File: config.mk
export PLATFORM = sky130hd
export DESIGN_NAME = satu_top
export DESIGN_NICKNAME = d
export VERILOG_FILES = /design/src/rtl/satu_pkg.sv /design/src/rtl/satu_decode.sv /design/src/rtl/satu_opsel.sv /design/src/rtl/satu_addsub.sv /design/src/rtl/satu_top.sv
export SDC_FILE = /design/constraint.sdc
export NUM_CORES = 1
export LEC_CHECK = 0
export BUFFER_PORTS_ARGS = -buffer_cell sky130_fd_sc_hd__buf_2
export CAP_MARGIN = 20
export CORE_MARGIN = 2
export CORE_UTILIZATION = 40
export DETAILED_ROUTE_END_ITERATION = 12
export GPL_ROUTABILITY_DRIVEN = 0
export GPL_TIMING_DRIVEN = 0
export HOLD_SLACK_MARGIN = 0.15
export MAX_ROUTING_LAYER = met4
export SLEW_MARGIN = 40
export SYNTH_ARGS = -nofsm -noshare
export SYNTH_HDL_FRONTEND = slang
export SYNTH_SLANG_ARGS = --single-unit
File: constraint.sdc
create_clock -name clk -period 13.5 [get_ports clk]
set_clock_uncertainty 0.2 [all_clocks]
set_input_delay 0.675 -clock clk [delete_from_list [all_inputs] [get_ports clk]]
set_output_delay 0.675 -clock clk [all_outputs]
set_load 0.02 [all_outputs]
File: src/rtl/satu_pkg.sv
package satu_pkg;
  typedef enum logic [2:0] {
    OP_NONE,
    OP_ADD,
    OP_ADDI,
    OP_SUB,
    OP_SUBR,
    OP_SUBI
  } op_e;

  typedef struct packed {
    logic sat;
    logic cy;
    logic ov;
    logic s;
    logic z;
  } flags_t;

  localparam logic [5:0] FN_ADD  = 6'b000110;
  localparam logic [5:0] FN_ADDI = 6'b010001;
  localparam logic [5:0] FN_SUB  = 6'b000101;
  localparam logic [5:0] FN_SUBR = 6'b000100;
  localparam logic [5:0] FN_SUBI = 6'b110011;
endpackage

File: src/rtl/satu_decode.sv
module satu_decode
  import satu_pkg::*;
(
  input  logic [5:0] fn,
  output op_e        op,
  output logic       legal
);
  always_comb begin
    case (fn)
      FN_ADD:  op = OP_ADD;
      FN_ADDI: op = OP_ADDI;
      FN_SUB:  op = OP_SUB;
      FN_SUBR: op = OP_SUBR;
      FN_SUBI: op = OP_SUBI;
      default: op = OP_NONE;
    endcase
    legal = (op != OP_NONE);
  end
endmodule

File: src/rtl/satu_opsel.sv
module satu_opsel
  import satu_pkg::*;
#(
  parameter int XLEN    = 32,
  parameter int SHORT_W = 5,
  parameter int LONG_W  = 16
) (
  input  op_e               op,
  input  logic [SHORT_W-1:0] imm_s,
  input  logic [LONG_W-1:0]  imm_l,
  input  logic [XLEN-1:0]    reg1,
  input  logic [XLEN-1:0]    reg2,
  output logic [XLEN-1:0]    opa,
  output logic [XLEN-1:0]    opb,
  output logic               sub
);
  localparam int PAD_S = XLEN - SHORT_W;
  localparam int PAD_L = XLEN - LONG_W;

  logic [XLEN-1:0] sext_s, sext_l;
  assign sext_s = {{PAD_S{imm_s[SHORT_W-1]}}, imm_s};
  assign sext_l = {{PAD_L{imm_l[LONG_W-1]}}, imm_l};

  always_comb begin
    opa = '0;
    opb = '0;
    sub = 1'b0;
    case (op)
      OP_ADD:  begin opa = reg2; opb = reg1;   end
      OP_ADDI: begin opa = reg2; opb = sext_s; end
      OP_SUB:  begin opa = reg2; opb = reg1;   sub = 1'b1; end
      OP_SUBR: begin opa = reg1; opb = reg2;   sub = 1'b1; end
      OP_SUBI: begin opa = reg1; opb = sext_l; sub = 1'b1; end
      default: ;
    endcase
  end
endmodule

File: src/rtl/satu_addsub.sv
module satu_addsub #(
  parameter int XLEN = 32
) (
  input  logic [XLEN-1:0] opa,
  input  logic [XLEN-1:0] opb,
  input  logic            sub,
  output logic [XLEN-1:0] res,
  output logic            cy,
  output logic            ov
);
  localparam int MSB = XLEN - 1;
  localparam logic [XLEN-1:0] POS_MAX = {1'b0, {(XLEN-1){1'b1}}};
  localparam logic [XLEN-1:0] NEG_MAX = {1'b1, {(XLEN-1){1'b0}}};

  logic [XLEN-1:0] b_eff;
  logic [XLEN:0]   wide;
  logic [XLEN-1:0] raw;

  assign b_eff = sub ? ~opb : opb;
  assign wide  = {1'b0, opa} + {1'b0, b_eff} + {{XLEN{1'b0}}, sub};
  assign raw   = wide[XLEN-1:0];

  always_comb begin
    cy = sub ? ~wide[XLEN] : wide[XLEN];
    ov = ((opa[MSB] ^ opb[MSB]) == sub) && (raw[MSB] != opa[MSB]);
    if (!ov)
      res = raw;
    else if (opa[MSB])
      res = NEG_MAX;
    else
      res = POS_MAX;
  end
endmodule

File: src/rtl/satu_top.sv
module satu_top
  import satu_pkg::*;
#(
  parameter int XLEN  = 32,
  parameter int IDX_W = 5
) (
  input  logic             clk,
  input  logic             rst_n,
  input  logic             in_valid,
  output logic             in_ready,
  input  logic [15:0]      in_insn,
  input  logic [15:0]      in_ext,
  input  logic [XLEN-1:0]  in_reg1,
  input  logic [XLEN-1:0]  in_reg2,
  output logic             out_valid,
  input  logic             out_ready,
  output logic [XLEN-1:0]  out_result,
  output logic             out_wen,
  output logic [IDX_W-1:0] out_dest,
  input  logic             flag_wr,
  input  logic [4:0]       flag_wr_val,
  output logic [4:0]       flags
);
  localparam int SHORT_W = 5;
  localparam int LONG_W  = 16;

  op_e             op;
  logic            legal;
  logic [XLEN-1:0] opa, opb, res;
  logic            sub, cy, ov, fire;
  flags_t          flg_q, flg_new;

  satu_decode u_dec (
    .fn    (in_insn[10:5]),
    .op    (op),
    .legal (legal)
  );

  satu_opsel #(.XLEN(XLEN), .SHORT_W(SHORT_W), .LONG_W(LONG_W)) u_sel (
    .op    (op),
    .imm_s (in_insn[SHORT_W-1:0]),
    .imm_l (in_ext),
    .reg1  (in_reg1),
    .reg2  (in_reg2),
    .opa   (opa),
    .opb   (opb),
    .sub   (sub)
  );

  satu_addsub #(.XLEN(XLEN)) u_alu (
    .opa (opa),
    .opb (opb),
    .sub (sub),
    .res (res),
    .cy  (cy),
    .ov  (ov)
  );

  assign in_ready = !out_valid || out_ready;
  assign fire     = in_valid && in_ready;

  always_comb begin
    flg_new.sat = flg_q.sat | ov;
    flg_new.cy  = cy;
    flg_new.ov  = ov;
    flg_new.s   = res[XLEN-1];
    flg_new.z   = (res == '0);
  end

  always_ff @(posedge clk) begin
    if (!rst_n) begin
      out_valid  <= 1'b0;
      out_result <= '0;
      out_wen    <= 1'b0;
      out_dest   <= '0;
    end else if (fire) begin
      out_valid  <= 1'b1;
      out_result <= legal ? res : '0;
      out_wen    <= legal;
      out_dest   <= in_insn[15:11];
    end else if (out_ready) begin
      out_valid  <= 1'b0;
    end
  end

  always_ff @(posedge clk) begin
    if (!rst_n)
      flg_q <= '0;
    else if (flag_wr)
      flg_q <= flags_t'(flag_wr_val);
    else if (fire && legal)
      flg_q <= flg_new;
  end

  assign flags = flg_q;
endmodule

==> metrics.csv <==
metric;value;unit
outcome;finished clean;
Remaining Overflow, GRT;0;
crit-path cells;buf_2 > nand2b_1 > nand2b_1 > nor3_1 > clkbuf_1 > a222oi_1 > nand2_1 > xnor2_1 > fa_1 > a211oi_1 > o21ai_0 > a311oi_1 > o21ai_0 > a31oi_1 > nor2_1 > xnor2_1 > or4b_1 > nor4_1 > a31oi_1 > o21ai_1;
leakage;2.697;nW
Critical Path Max Stage Delay;600;ps
Pre-Repair DR Iteration Count;5;
synthesized area per cell;7.271;sq um
FILL cells;1306;
fin cells;1035;
clock buffer depth;2;
Final setup viols;0;
Hold Path Class;reg -> reg;
Seq/Total Area, Yosys;17.09;%
post-route ant nets;0;
Tmin final;6190;ps
Synth cell types;72;
H-tree levels;2;
asr flop ratio synth;0;%
fraction of layout instances using a drive strength above 1;19.70;%
pre-CTS setup slack;7188;ps
Critical Path Start Type;input pin;
Seq cells post-synth;44;
WHS Path Cells;2;
ys flop type;dfxtp_1;
first-pass GRT wire length;26320;microns
# clock sinks;44;
RSZ-0062 raised after global routing;false;
number of nets in the layout;1000;
WL per Instance;16.09;microns
CP endpoint kind;register;
via count;5932;
CTS clk-pin slew, worst paths;60;ps
Synth-to-Final Area Change;21.24;%
Synth Warn #;0;
Core ar.;12620;sq um
cell area after synthesis;5155;sq um
utilization after layout;49.52;%
Tot GR Track Use;23.31;%
Ant. Diodes;0;
Max IR drop VDD;0.06120;mV
Gates resized, CTS repair;0;
setup TNS;0;ps
Top Ports;151;
Syn Inst Count;709;
Required @ worst endpoint;13520;ps
max_cap viols;0;
Hold Vio Cnt, Final;0;
Iter 0 DRT Violations;425;
CTS tree;built;
final worst slack;7310;ps
Final period util;45.85;%
slowest cell on the critical path;nor3_1;
Initial Utilization;40.85;%
Power Density;59.10;nW/um^2
EDFF count, synth;0;
f_max;0.1616;GHz
initial antenna violation count;0;
crit path DAT;6210;ps
Worst Reg-to-Reg Cells;8;
CP Class;in -> reg;
DPL Wire Length;13630;microns
number of global-route vias before repair;5411;
Chip Width;117.5;microns
postcts setup bufs;0;
Num CTS Buffers;5;
DRC;0;
commonest non-fill, non-tap cell in the layout;buf_2;
Design Area, Final;6250;sq um
site row count;41;
Cell Area, Placed;6101;sq um
Worst Hold Slack;249.9;ps
most frequent cells in the layout;buf_2, nand2_1, a21oi_1, dfxtp_1, nor2_1;
placed insts;1027;
Hold-fix buffers, CTS;0;
Tot Pwr;0.3693;mW
Slew headroom;43.52;%
worst skew pair latency;280;ps
Die Area;13810;sq um
max-slew violations;0;
Vias/cell;5.731;
aggregate routed wire length;16650;microns
Worst Max-Slew Pin Slew;847.1;ps
crit-path max FO;10;
largest net degree at the start of global routing;14;
Buffers on Ports;146;
Root Driver;clkbuf_16;
Post-Syn Nets;847;
die height;117.5;microns
-- cells in the mapped netlist, drive strengths merged (4+ instances only) --
master  number  area share (%)
nand4        7            0.85
nor3         8             1.0
o21bai       7             1.0
a22oi       12             1.7
a21oi       58             5.6
a31oi        5            0.61
a211o        4            0.68
buf         10            0.97
a21boi      16             2.5
dfxtp       44              17
o211ai       8             1.2
a221oi      18             3.1
or3          4            0.49
clkbuf      41             3.0
nand2       93             6.8
inv          9            0.66
o31ai        5            0.73
a211oi       6            0.87
nand3       21             2.0
xor2        27             4.6
nor2        43             3.1
xnor2       32             5.4
ha          31             7.5
a22o        32             5.4
o41ai        5            0.85
a21o         8             1.2
nand2b       8            0.97
o21a         7             1.0
mux2i        7             1.4
nor2b        9             1.1
o21ai       57             5.6
and2        20             2.4
-- state kept, by name, indices dropped and copies added (netlist names) --
signal / cells
flags: 5
out_dest: 5
out_result: 32
out_valid: 1
out_wen: 1
-- where the power goes --
part           total, mW  switching (mW)  internal, mW
Sequential         0.134         0.00136         0.133
Clock              0.121          0.0485        0.0729
Combinational      0.114          0.0680        0.0458
-- routing by layer --
metal,up-vias,part of all wire [%],global-route usage (%)
met5,-,0,-
met4,0,2.8,7.380
met3,23,5.1,1.841
met2,207,44,37.13
met1,2755,48,31.54
li1,2947,-,-
-- cells by family after synthesis --
logic type / count (synthesis) / share of synthesized area [%]
AOI/OAI and AO/OA: 272 / 36.75
buffers and inverters: 60 / 4.612
muxes: 7 / 1.359
DFF: 44 / 17.09
xor gates and xnor gates: 59 / 10.02
adders and majority gates: 32 / 7.913
and+or+nand+nor: 235 / 22.26
-- critical path: cells and delay by family --
family,cells,cell delay [ps]
compound gates,8,2070
xor+xnor,2,350
buf+inv,2,710
simple gates,7,1860
fa+ha+maj,1,520
-- final timing paths --
| path | from | slack (ps) | endpoint |
|---|---|---|---|
| worst min-delay path | out_result[2] | 250 | out_result[2] |
| worst min register to register | out_result[2] | 250 | out_result[2] |
| worst max register to register | out_valid | 11060 | flags[0] |
| worst max-delay path | in_insn[9] | 7310 | flags[0] |
-- cell type report --
class,count,area (sq um),area share (%)
multi-input combinational,605,4036,64.58
sequential,44,880.8,14.09
timing repair buffer,146,730.7,11.69
tap,172,215.2,3.443
buffer,51,203.9,3.263
clock buffer,6,138.9,2.222
inverter,9,33.78,0.5405
clock inverter,2,10.01,0.1602
Power figures use the tool's default switching activity.
